===== config.mk =====
export PLATFORM = sky130hd
export DESIGN_NAME = rf_shadow_bank
export DESIGN_NICKNAME = d
export VERILOG_FILES = /design/src/rtl/rf_shadow_pkg.sv /design/src/rtl/rf_bank_ctrl.sv /design/src/rtl/rf_word_store.sv /design/src/rtl/rf_shadow_bank.sv
export SDC_FILE = /design/constraint.sdc
export NUM_CORES = 1
export LEC_CHECK = 0
export ABC_AREA = 0
export BUFFER_PORTS_ARGS = -buffer_cell sky130_fd_sc_hd__buf_2
export CAP_MARGIN = 40
export CORE_ASPECT_RATIO = 1.25
export CORE_MARGIN = 10
export CORE_UTILIZATION = 35
export DETAILED_ROUTE_END_ITERATION = 16
export SLEW_MARGIN = 10
export SYNTH_ARGS = -nofsm -noshare
export SYNTH_HDL_FRONTEND = slang
export SYNTH_SLANG_ARGS = --single-unit

===== constraint.sdc =====
create_clock -name clk -period 2.1 [get_ports clk]
set_clock_uncertainty 0.05 [all_clocks]
set_input_delay 0.21 -clock clk [delete_from_list [all_inputs] [get_ports clk]]
set_output_delay 0.21 -clock clk [all_outputs]
set_load 0.01 [all_outputs]

===== src/rtl/rf_shadow_pkg.sv =====
package rf_shadow_pkg;
  localparam int unsigned LANE_W = 8;

  function automatic int unsigned lanes_for(input int unsigned width);
    return (width + LANE_W - 1) / LANE_W;
  endfunction
endpackage


===== src/rtl/rf_bank_ctrl.sv =====
module rf_bank_ctrl #(
  parameter int unsigned XCHG_CYCLES = 4
) (
  input  logic clk,
  input  logic rst,
  input  logic xchg_req,
  output logic bank_sel,
  output logic busy,
  output logic xchg_done
);
  localparam int unsigned CW = $clog2(XCHG_CYCLES + 1);

  logic          bank_q;
  logic          busy_q;
  logic          done_q;
  logic [CW-1:0] cnt_q;
  logic          accept;

  assign accept = xchg_req && !busy_q;

  always_ff @(posedge clk) begin
    if (rst) begin
      bank_q <= 1'b0;
      busy_q <= 1'b0;
      done_q <= 1'b0;
      cnt_q  <= '0;
    end else begin
      done_q <= 1'b0;
      if (accept) begin
        bank_q <= ~bank_q;
        busy_q <= 1'b1;
        cnt_q  <= CW'(XCHG_CYCLES - 1);
      end else if (busy_q) begin
        if (cnt_q == '0) begin
          busy_q <= 1'b0;
          done_q <= 1'b1;
        end else begin
          cnt_q <= cnt_q - 1'b1;
        end
      end
    end
  end

  assign bank_sel  = bank_q;
  assign busy      = busy_q;
  assign xchg_done = done_q;

  // run-length counter for the busy window check
  logic [CW:0] run_len;
  always_ff @(posedge clk) begin
    if (rst)         run_len <= '0;
    else if (busy_q) run_len <= run_len + 1'b1;
    else             run_len <= '0;
  end


  reset_state_chk: assert property (@(posedge clk)
    $past(rst) |-> (!bank_q && !busy_q && !done_q));


  bank_toggle_chk: assert property (@(posedge clk) disable iff (rst)
    (xchg_req && !busy_q) |=> (busy_q && (bank_q != $past(bank_q))));


  bank_hold_chk: assert property (@(posedge clk) disable iff (rst)
    (busy_q || !xchg_req) |=> $stable(bank_q));


  busy_len_chk: assert property (@(posedge clk) disable iff (rst)
    $fell(busy_q) |-> (run_len == (CW+1)'(XCHG_CYCLES)));


  busy_bound_chk: assert property (@(posedge clk) disable iff (rst)
    run_len <= (CW+1)'(XCHG_CYCLES));


  done_pulse_chk: assert property (@(posedge clk) disable iff (rst)
    done_q |-> (!busy_q && $past(busy_q)));
endmodule


===== src/rtl/rf_word_store.sv =====
module rf_word_store #(
  parameter int unsigned AW     = 3,
  parameter int unsigned DATA_W = 16
) (
  input  logic                 clk,
  input  logic                 rst,
  input  logic                 we,
  input  logic [AW-1:0]        waddr,
  input  logic [DATA_W-1:0]    wdata,
  input  logic [rf_shadow_pkg::lanes_for(DATA_W)-1:0] wbe,
  input  logic [AW-1:0]        raddr,
  output logic [DATA_W-1:0]    rdata
);
  import rf_shadow_pkg::*;
  localparam int unsigned LANES = lanes_for(DATA_W);
  localparam int unsigned DEPTH = 1 << AW;
  localparam int unsigned PAD_W = LANES * LANE_W;

  logic [PAD_W-1:0] wdata_pad;
  logic [PAD_W-1:0] rdata_pad;
  assign wdata_pad = PAD_W'(wdata);

  for (genvar l = 0; l < LANES; l++) begin : g_lane
    logic [LANE_W-1:0] mem [DEPTH];
    logic [LANE_W-1:0] rd_q;

    always_ff @(posedge clk) begin
      if (rst) begin
        for (int i = 0; i < DEPTH; i++) mem[i] <= '0;
        rd_q <= '0;
      end else begin
        rd_q <= mem[raddr];
        if (we && wbe[l]) mem[waddr] <= wdata_pad[l*LANE_W +: LANE_W];
      end
    end
    assign rdata_pad[l*LANE_W +: LANE_W] = rd_q;
  end

  assign rdata = rdata_pad[DATA_W-1:0];
endmodule


===== src/rtl/rf_shadow_bank.sv =====
module rf_shadow_bank #(
  parameter int unsigned DATA_W      = 16,
  parameter int unsigned PAIR_IDX_W  = 2,
  parameter int unsigned SPEC_IDX_W  = 2,
  parameter int unsigned XCHG_CYCLES = 4
) (
  input  logic                  clk,
  input  logic                  rst,
  input  logic                  xchg_req,
  output logic                  bank_sel,
  output logic                  busy,
  output logic                  xchg_done,
  input  logic [PAIR_IDX_W-1:0] pair_rd_idx,
  output logic [DATA_W-1:0]     pair_rd_data,
  input  logic                  pair_wr_en,
  input  logic [PAIR_IDX_W-1:0] pair_wr_idx,
  input  logic [DATA_W-1:0]     pair_wr_data,
  input  logic [rf_shadow_pkg::lanes_for(DATA_W)-1:0] pair_wr_be,
  input  logic [SPEC_IDX_W-1:0] spec_rd_idx,
  output logic [DATA_W-1:0]     spec_rd_data,
  input  logic                  spec_wr_en,
  input  logic [SPEC_IDX_W-1:0] spec_wr_idx,
  input  logic [DATA_W-1:0]     spec_wr_data,
  input  logic [rf_shadow_pkg::lanes_for(DATA_W)-1:0] spec_wr_be
);
  localparam int unsigned PAIR_AW = PAIR_IDX_W + 1;

  logic bank_q;
  logic busy_q;
  logic pair_we;
  logic spec_we;

  rf_bank_ctrl #(.XCHG_CYCLES(XCHG_CYCLES)) u_ctrl (
    .clk       (clk),
    .rst       (rst),
    .xchg_req  (xchg_req),
    .bank_sel  (bank_q),
    .busy      (busy_q),
    .xchg_done (xchg_done)
  );

  assign pair_we = pair_wr_en && !busy_q;
  assign spec_we = spec_wr_en && !busy_q;

  // bank bit is the top address bit; both copies share one array
  rf_word_store #(.AW(PAIR_AW), .DATA_W(DATA_W)) u_pairs (
    .clk   (clk),
    .rst   (rst),
    .we    (pair_we),
    .waddr ({bank_q, pair_wr_idx}),
    .wdata (pair_wr_data),
    .wbe   (pair_wr_be),
    .raddr ({bank_q, pair_rd_idx}),
    .rdata (pair_rd_data)
  );

  rf_word_store #(.AW(SPEC_IDX_W), .DATA_W(DATA_W)) u_spec (
    .clk   (clk),
    .rst   (rst),
    .we    (spec_we),
    .waddr (spec_wr_idx),
    .wdata (spec_wr_data),
    .wbe   (spec_wr_be),
    .raddr (spec_rd_idx),
    .rdata (spec_rd_data)
  );

  assign bank_sel = bank_q;
  assign busy     = busy_q;


  rd_reset_chk: assert property (@(posedge clk)
    $past(rst) |-> (pair_rd_data == '0 && spec_rd_data == '0));


  busy_req_chk: assert property (@(posedge clk) disable iff (rst)
    (busy_q && xchg_req) |=> (bank_q == $past(bank_q)));
endmodule


Word level (Yosys, flattened, before mapping)
Memories as Yosys holds them, arrays and structs flattened. A register that Yosys moved wholly into a read port is not among the register bits.
Cells that the tools add are included.
{"block": "word_totals", "reg_bits": 6, "ram_bits": 192, "input_bits": 49, "n_memories": 4}
{"name": "u_pairs.g_lane[0].mem", "depth": 8, "width": 8, "rd": 1, "rd_ports_with_merged_regs": 1, "wr": 8, "line_no": "rf_word_store.sv:24", "rtl": "logic [LANE_W-1:0] mem [DEPTH];"}
{"name": "u_pairs.g_lane[1].mem", "depth": 8, "width": 8, "rd": 1, "rd_ports_with_merged_regs": 1, "wr": 8, "line_no": "rf_word_store.sv:24"}
{"name": "u_spec.g_lane[0].mem", "depth": 4, "width": 8, "rd": 1, "rd_ports_with_merged_regs": 1, "wr": 4, "line_no": "rf_word_store.sv:24"}
{"name": "u_spec.g_lane[1].mem", "depth": 4, "width": 8, "rd": 1, "rd_ports_with_merged_regs": 1, "wr": 4, "line_no": "rf_word_store.sv:24"}
{"block": "classes", "addsub": 1, "eq_ne": 1, "mux": 33, "bitwise_logic": 3, "n_reduce_logical": 18}
{"operator": "$mux W8", "count": 4}
{"operator": "$reduce_or A8 Y1", "count": 4}
{"operator": "$mux W1", "count": 22}
{"operator": "$mux W2", "count": 5}
{"operator": "$logic_and A1 B1 Y1", "count": 7}
{"operator": "$mux W3", "count": 2}
{"operator": "$reduce_and A2 Y1", "count": 2}
{"operator": "$logic_not A3 Y1", "count": 1}
{"operator": "$not A1 Y1", "count": 3}
{"operator": "$reduce_or A3 Y1", "count": 1}
{"operator": "$sub A3 B1 Y3 const B", "count": 1}
{"operator": "$ne A2 B1 Y1 const B", "count": 1}
{"operator": "$reduce_bool A2 Y1", "count": 1}
{"operator": "$reduce_or A2 Y1", "count": 1}
{"operator": "$logic_not A1 Y1", "count": 1}

Logic depth before layout (Yosys ltp)
Gate-level depths: netlist of run 1.
{"block": "logic_depth", "ltp_word": 8, "mapped_depth": 6, "depth_no_buf": 5}

Cells and area by module
From an unflattened synthesis of run 1, not the netlist that was laid out.
{"block": "hier_totals", "cells_unflattened": 667, "area_unflattened_um2": 9985.8}
{"module": "rf_word_store at u_pairs", "n_inst": 1, "cells_each": 389, "area_each_um2": 6338.6, "seq_area_each_um2": 4164.0}
{"module": "rf_word_store at u_spec", "n_inst": 1, "cells_each": 250, "area_each_um2": 3370.7, "seq_area_each_um2": 2242.2}
{"module": "rf_bank_ctrl", "n_inst": 1, "cells_each": 26, "area_each_um2": 264.0, "seq_area_each_um2": 120.1}
{"module": "rf_shadow_bank", "n_inst": 1, "cells_each": 2, "area_each_um2": 12.5, "seq_area_each_um2": 0.0}

Least setup slack after synthesis of run 1
No wires, ideal clock.
{"block": "synth_path", "kind": "register to register", "from": "register u_ctrl.busy_q (netlist: u_ctrl.busy)", "to": "memory u_pairs.g_lane[1].mem[0][0] (enable)", "setup_time_ps": 329, "arrival_ps": 1582, "required_ps": 1721, "slack_ps": 139, "stages_incl_launch_ff": 5, "cell_sequence": "dfxtp_1 -> or4b_1 -> buf_6 -> nor4_4 -> or2_1"}
{"item": "start, declared", "line_no": "rf_bank_ctrl.sv:14", "rtl": "logic busy_q;"}
{"item": "start signal, assigned", "line_no": "rf_bank_ctrl.sv:24", "rtl": "busy_q <= 1'b0;"}
{"item": "start signal, assigned", "line_no": "rf_bank_ctrl.sv:31", "rtl": "busy_q <= 1'b1;"}
{"item": "start signal, assigned", "line_no": "rf_bank_ctrl.sv:35", "rtl": "busy_q <= 1'b0;"}
{"item": "end, declared", "line_no": "rf_word_store.sv:24"}

==> impl_metrics.py, run 1 <==
metrics = {
    "status": {
        "status": "finished clean",
    },
    "synth": {
        "synth-edff-count": 192,
        "yosysWarningCount": 0,
        "synthesis.nets": 714,
        "synth_cell_types": 40,
        "ys_seq_area_frac": 0.654,
        "syn_avg_cell_area_sq_um": 15.1,
        "synth_common_cells": "and2_1 (192), edfxtp_1 (192), dfxtp_1 (38)",
        "async_reset_ff_frac": 0,
        "synthCells": 663,
        "synth_ff_type": "edfxtp_1",
        "synth.cell_area_sq_um": 9980,
        "ys_ff_latch": 230,
        "yosysTopAreaCell": "edfxtp_1",
        "synth_area_leaders": "edfxtp_1 (58%), and2_1 (12%), dfxtp_1 (7.6%)",
        "post-synth-top-area-fraction": 0.577,
    },
    "worst_setup_path": {
        "r2r_cells": 4,
        "end_kind": "flip-flop",
        "worst-r2r-setup-slack_ns": 0.13,
        "crit_fanout": 8,
        "required_ns": 2.22,
        "rr_endpoint": "u_pairs.g_lane[0].mem[0][2]",
        "path_class": "reg2reg",
        "cp-start-kind": "flip-flop",
        "arrival_ns": 2.10,
        "reg2reg_from": "u_ctrl.busy",
    },
    "detailed_routing": {
        "drtIter0Drc": 231,
        "dr.pass1.iters": 4,
        "wl_per_cell_microns": 17.9,
        "routed_wl_mm": 20.9,
        "viasPerCell": 4.65,
        "vias": 5452,
        "drtAntennaViolNets": 0,
        "drcViolationCount": 0,
    },
    "timing": {
        "rsz0062_at_grt": "false",
        "whs_ns": 0.0296,
        "fmax_mhz": 507,
        "period_share": 0.939,
        "worst_pin_slew_ns": 0.701,
        "max-slew-margin-rel": 0.532,
        "postLayoutSetupSlackWorst_ns": 0.127,
        "hold_viol": 0,
        "slew_violations": 0,
        "fin_crit_ns": 1.97,
        "setup_violations": 0,
        "finalSetupTns_ns": 0,
    },
    "die": {
        "pin_count": 84,
        "initial_core_util": 0.353,
        "row_count": 69,
        "die-area_sq_um": 35700,
        "die_w_microns": 171,
        "die_h_microns": 209,
        "core_sq_um": 28300,
    },
    "clock_network": {
        "cts_max_path_buffers": 3,
        "clock_latency_ns": 0.51,
        "clock-sinks": 230,
        "cts_tree": "built",
        "clkSlewWorstSetupHoldPaths_ns": 0.06,
        "cts_buffers": 24,
        "cts-root-buf": "clkbuf_16",
        "cts.htree.levels": 1,
    },
    "worst_hold_path": {
        "hold_path.class": "in2reg",
        "whs_endpoint": "u_pairs.g_lane[1].mem[7][0]",
        "hp-start": "pair_wr_data[8]",
        "min_path_cells": 2,
    },
    "global_routing": {
        "overflow": 0,
        "antenna_found_initial": 1,
        "grt_max_degree": 49,
        "grt_pass1_vias": 5956,
        "grt_pass1_wl_mm": 33.2,
        "track_usage": 0.118,
    },
    "cells_and_area": {
        "nFillCells": 2588,
        "nets": 849,
        "area_growth_pct": 20.7,
        "layout-drive-gt1-share": 0.276,
    },
    "place": {
        "gp_congestion": 0.724,
        "io_buffers": 83,
        "place_ws_ns": 0.0978,
        "hpwl_mm": 14.5,
    },
    "power": {
        "irDropWorstVdd_uv": 507,
        "p_total_w": 0.0106,
        "leakage_nw": 4.73,
        "p_per_area_nw_per_um2": 881,
    },
    "run": {
        "drv_cap": 0,
    },
}
sequential cells by signal, indices dropped and copies added, names as in the netlist:
name	cells
u_ctrl.xchg_done	1
u_ctrl.cnt_q	3
u_spec.g_lane.mem	64
u_ctrl.busy	1
u_spec.g_lane.rd_q	16
u_ctrl.bank_sel	1
u_pairs.g_lane.rd_q	16
u_pairs.g_lane.mem	128
layer usage:
layer  vias up  share of wire  GRT usage
li1       2690              -          -
met4         0          0.021     0.0327
met5         -              0          0
met1      2629           0.42      0.141
met3        34          0.038     0.0206
met2        99           0.52      0.213
layout by cell type (no fill, tap or decap), types with 18 or more instances in the layout:
cell       netlist  routed
inv_1           18      18
edfxtp_1       192     192
and2_1         192     192
mux2i_1         33      33
clkbuf_16        0      25
mux4_2          32      32
dfxtp_1         38      38
a21oi_1         18      18
buf_2            7      83
buf_4            3      34
nor2b_1         19      19
area by class of cell:
type | count | area [sq um] | share of cell area
clock buffers | 34 | 669 | 0.0555
repair buffers | 138 | 913 | 0.0758
clock inverters | 10 | 185 | 0.0154
well taps | 355 | 444 | 0.0368
diodes | 1 | 2.50 | 0.000208
flip-flops and latches | 230 | 6530 | 0.541
multi-input cells | 384 | 3240 | 0.269
inverters | 20 | 75.1 | 0.00623
power by group:
group | internal (W) | switching, W | total, W
registers | 0.00516 | 0.0000629 | 0.00522
logic | 0.000359 | 0.000482 | 0.000840
clock network | 0.00284 | 0.00171 | 0.00455
total | 0.00836 | 0.00225 | 0.0106
worst max path at each step:
| stage | from | end | slack [ns] |
|---|---|---|---|
| after floorplan | u_ctrl.busy | u_pairs.g_lane[1].mem[0][0] | 0.14 |
| after global placement | rst | u_pairs.g_lane[0].mem[0][7] | 0.13 |
| after detailed placement | rst | u_pairs.g_lane[0].mem[0][0] | 0.1 |
| after CTS | u_ctrl.busy | u_pairs.g_lane[0].mem[0][2] | 0.13 |
| after global routing | u_ctrl.busy | u_pairs.g_lane[0].mem[0][2] | 0.03 |
| final | u_ctrl.busy | u_pairs.g_lane[0].mem[0][2] | 0.13 |
timing repair:
item | in CTS | in global routing
gates resized for setup | 0 | 0
endpoints found under the hold margin | 64 | 0
setup buffers | 0 | 0
hold buffers | 16 | 0
worst max-delay path, stage by stage, from the launching register on:
cell and delay, ns:
dfxtp_1 0.32, or4b_1 0.58, buf_12 0.19, nor4_4 0.15
or2_1 0.34
per-stage QoR:
step	utilization	cells	instance area, sq um
2_1_floorplan	-	663	9980
3_3_place_gp	0.389	1109	11000
3_5_place_dp	0.390	1111	11000
4_1_cts	0.426	1171	12100
5_1_grt	0.426	1172	12100
6_report	0.426	1172	12100
cells by family (layout without fill, tap and decap cells):
group           Yosys count  after routing  synth area share
simple gates            275            275             0.185
flops                   230            230             0.654
mux                      65             65             0.105
buf+inv                  49            202            0.0221
compound gates           41             41            0.0307
fa+ha+maj                 2              2           0.00251
xor+xnor                  1              1          0.000877
other cells               0              1                 0
No activity file was read; power rests on OpenSTA's default activity.
==> run 2: changes to the inputs <==
--- a/config.mk
+++ b/config.mk
@@ -12,6 +12,8 @@
 export CORE_MARGIN = 10
 export CORE_UTILIZATION = 35
 export DETAILED_ROUTE_END_ITERATION = 16
+export PLACE_DENSITY = 0.56
+export REMOVE_ABC_BUFFERS = 1
 export SLEW_MARGIN = 10
 export SYNTH_ARGS = -nofsm -noshare
 export SYNTH_HDL_FRONTEND = slang
==> run 2 against run 1 <==
  * Design area decreased by 0.26%
  * Cell count is essentially flat
  * Die area unchanged
  * Worst hold slack improved by 0.00097 ns
  * Fmax decreased by 0.23%
  * Critical endpoint unchanged
==> impl_metrics.py, run 2 (synthesized netlist as in run 1, its figures left out) <==
metrics = {
    "detailed_routing": {
        "wl_per_cell_microns": 19.3,
        "drtIter0Drc": 305,
        "dr.pass1.iters": 4,
        "drtAntennaViolNets": 0,
        "viasPerCell": 4.76,
        "routed_wl_mm": 22.7,
        "vias": 5584,
        "drcViolationCount": 0,
    },
    "die": {
        "die_w_microns": 171,
        "die-area_sq_um": 35700,
        "die_h_microns": 209,
        "row_count": 69,
        "initial_core_util": 0.353,
        "core_sq_um": 28300,
        "pin_count": 84,
    },
    "worst_setup_path": {
        "endpoint": "u_pairs.g_lane[0].mem[0][2]",
        "crit_fanout": 8,
        "worst-r2r-setup-slack_ns": 0.12,
        "cp-start-kind": "flip-flop",
        "rr_endpoint": "u_pairs.g_lane[0].mem[0][2]",
        "reg2reg_from": "u_ctrl.busy",
        "end_kind": "flip-flop",
        "path_class": "reg2reg",
        "arrival_ns": 2.10,
        "r2r_cells": 4,
        "required_ns": 2.22,
        "startpoint": "u_ctrl.busy",
    },
    "run": {
        "drv_cap": 0,
    },
    "clock_network": {
        "cts_max_path_buffers": 3,
        "cts.htree.levels": 1,
        "clock_latency_ns": 0.52,
        "cts_resized": 0,
        "cts_buffers": 24,
        "cts_tree": "built",
        "clock-sinks": 230,
        "cts-root-buf": "clkbuf_16",
        "clkSlewWorstSetupHoldPaths_ns": 0.06,
    },
    "cells_and_area": {
        "nets": 851,
        "reg_top3": "u_pairs.g_lane.mem x128, u_spec.g_lane.mem x64",
        "layout-drive-gt1-share": 0.284,
        "multi_input_area_sq_um": 3240,
        "fin_cells": 1173,
        "diodes": 0,
        "final_cell_mix": "and2_1 (192), edfxtp_1 (192), buf_2 (83)",
        "regMostFlops": "u_pairs.g_lane.mem",
        "largest_register_ffs": 128,
        "regArea_sq_um": 6530,
        "area_growth_pct": 20.4,
        "nFillCells": 2569,
        "utilization": 0.425,
    },
    "timing": {
        "slew_violations": 0,
        "rsz0062_at_grt": "false",
        "worst_pin_slew_ns": 0.491,
        "fmax_mhz": 506,
        "finalSetupTns_ns": 0,
        "whs_ns": 0.0306,
        "max-slew-margin-rel": 0.673,
        "setup_violations": 0,
        "hold_viol": 0,
        "period_share": 0.941,
        "fin_crit_ns": 1.98,
    },
    "global_routing": {
        "grt_pass1_vias": 6223,
        "track_usage": 0.128,
        "grt_pass1_wl_mm": 35.6,
        "grt_max_degree": 48,
        "antenna_found_initial": 2,
        "overflow": 0,
    },
    "power": {
        "seq_power_share": 0.498,
        "p_per_area_nw_per_um2": 872,
        "p_switching_w": 0.00236,
        "internal_power_w": 0.00812,
        "clockPowerShare": 0.420,
        "irDropWorstVdd_uv": 526,
        "switching_share": 0.225,
        "leakage_nw": 4.74,
        "p_comb_frac": 0.082,
    },
    "place": {
        "dp_cells": 1113,
        "gp_congestion": 0.754,
        "hpwl_mm": 15.2,
        "io_buffers": 83,
    },
    "worst_hold_path": {
        "hold_path.class": "in2reg",
    },
    "status": {
        "status": "finished clean",
    },
}
-- run 2: worst min path at each step --
stage                               start                       end  slack, ns  depth (start not counted)
after global routing                  rst  u_spec.g_lane[0].rd_q[4]       0.03                          3
after global placement    u_ctrl.cnt_q[1]           u_ctrl.cnt_q[1]       0.42                          2
final                                 rst  u_spec.g_lane[0].rd_q[6]       0.03                          3
after CTS                             rst  u_spec.g_lane[0].rd_q[6]       0.02                          3
after floorplan                       rst  u_spec.g_lane[0].rd_q[0]       0.23                          1
after detailed placement  u_ctrl.cnt_q[1]           u_ctrl.cnt_q[1]       0.43                          2
-- run 2: what timing repair did --
item	4_1_cts	5_1_grt
hold buffers	16	0
setup buffers	0	0
endpoints found under the hold margin	64	0
-- run 2: worst max-delay path, cell delays in order (launching register included) --
cell	delay, ns
dfxtp_1	0.30
or4b_1	0.58
buf_12	0.19
nor4_4	0.15
or2_1	0.35
-- run 2: final cells by class --
cell class	instances	area share
sequential	230	0.543
multi-input combinational	384	0.269
timing repair buffer	140	0.0766
clock buffer	27	0.0543
tap	355	0.0369
clock inverter	17	0.0137
inverter	20	0.00624
-- run 2: metrics by stage --
stage | total power (W) | cell area, sq um | setup slack [ns]
after floorplan | 0.00573 | 9840 | -0.205
after global placement | 0.00618 | 11000 | 0.110
after detailed placement | 0.00618 | 11000 | 0.113
after CTS | 0.0106 | 12000 | 0.111
after global routing | 0.0109 | 12000 | 0.0396
final | 0.0105 | 12000 | 0.123
-- run 2: power by group through the flow --
| stage | clock network (W) | logic (W) | registers (W) |
|---|---|---|---|
| 2_1_floorplan | 0 | 0.000383 | 0.00535 |
| 5_1_grt | 0.00467 | 0.000946 | 0.00524 |
| 4_1_cts | 0.00448 | 0.000887 | 0.00523 |
| 3_3_place_gp | 0 | 0.000856 | 0.00532 |
| 3_5_place_dp | 0 | 0.000861 | 0.00532 |
| 6_report | 0.00440 | 0.000859 | 0.00522 |
-- run 2: layer usage --
layer	wire length [microns]	up-vias	global-route usage
li1	-	2696	-
met5	9	-	0
met2	11900	111	0.230
met3	838	36	0.0207
met4	530	2	0.0360
met1	9420	2739	0.153
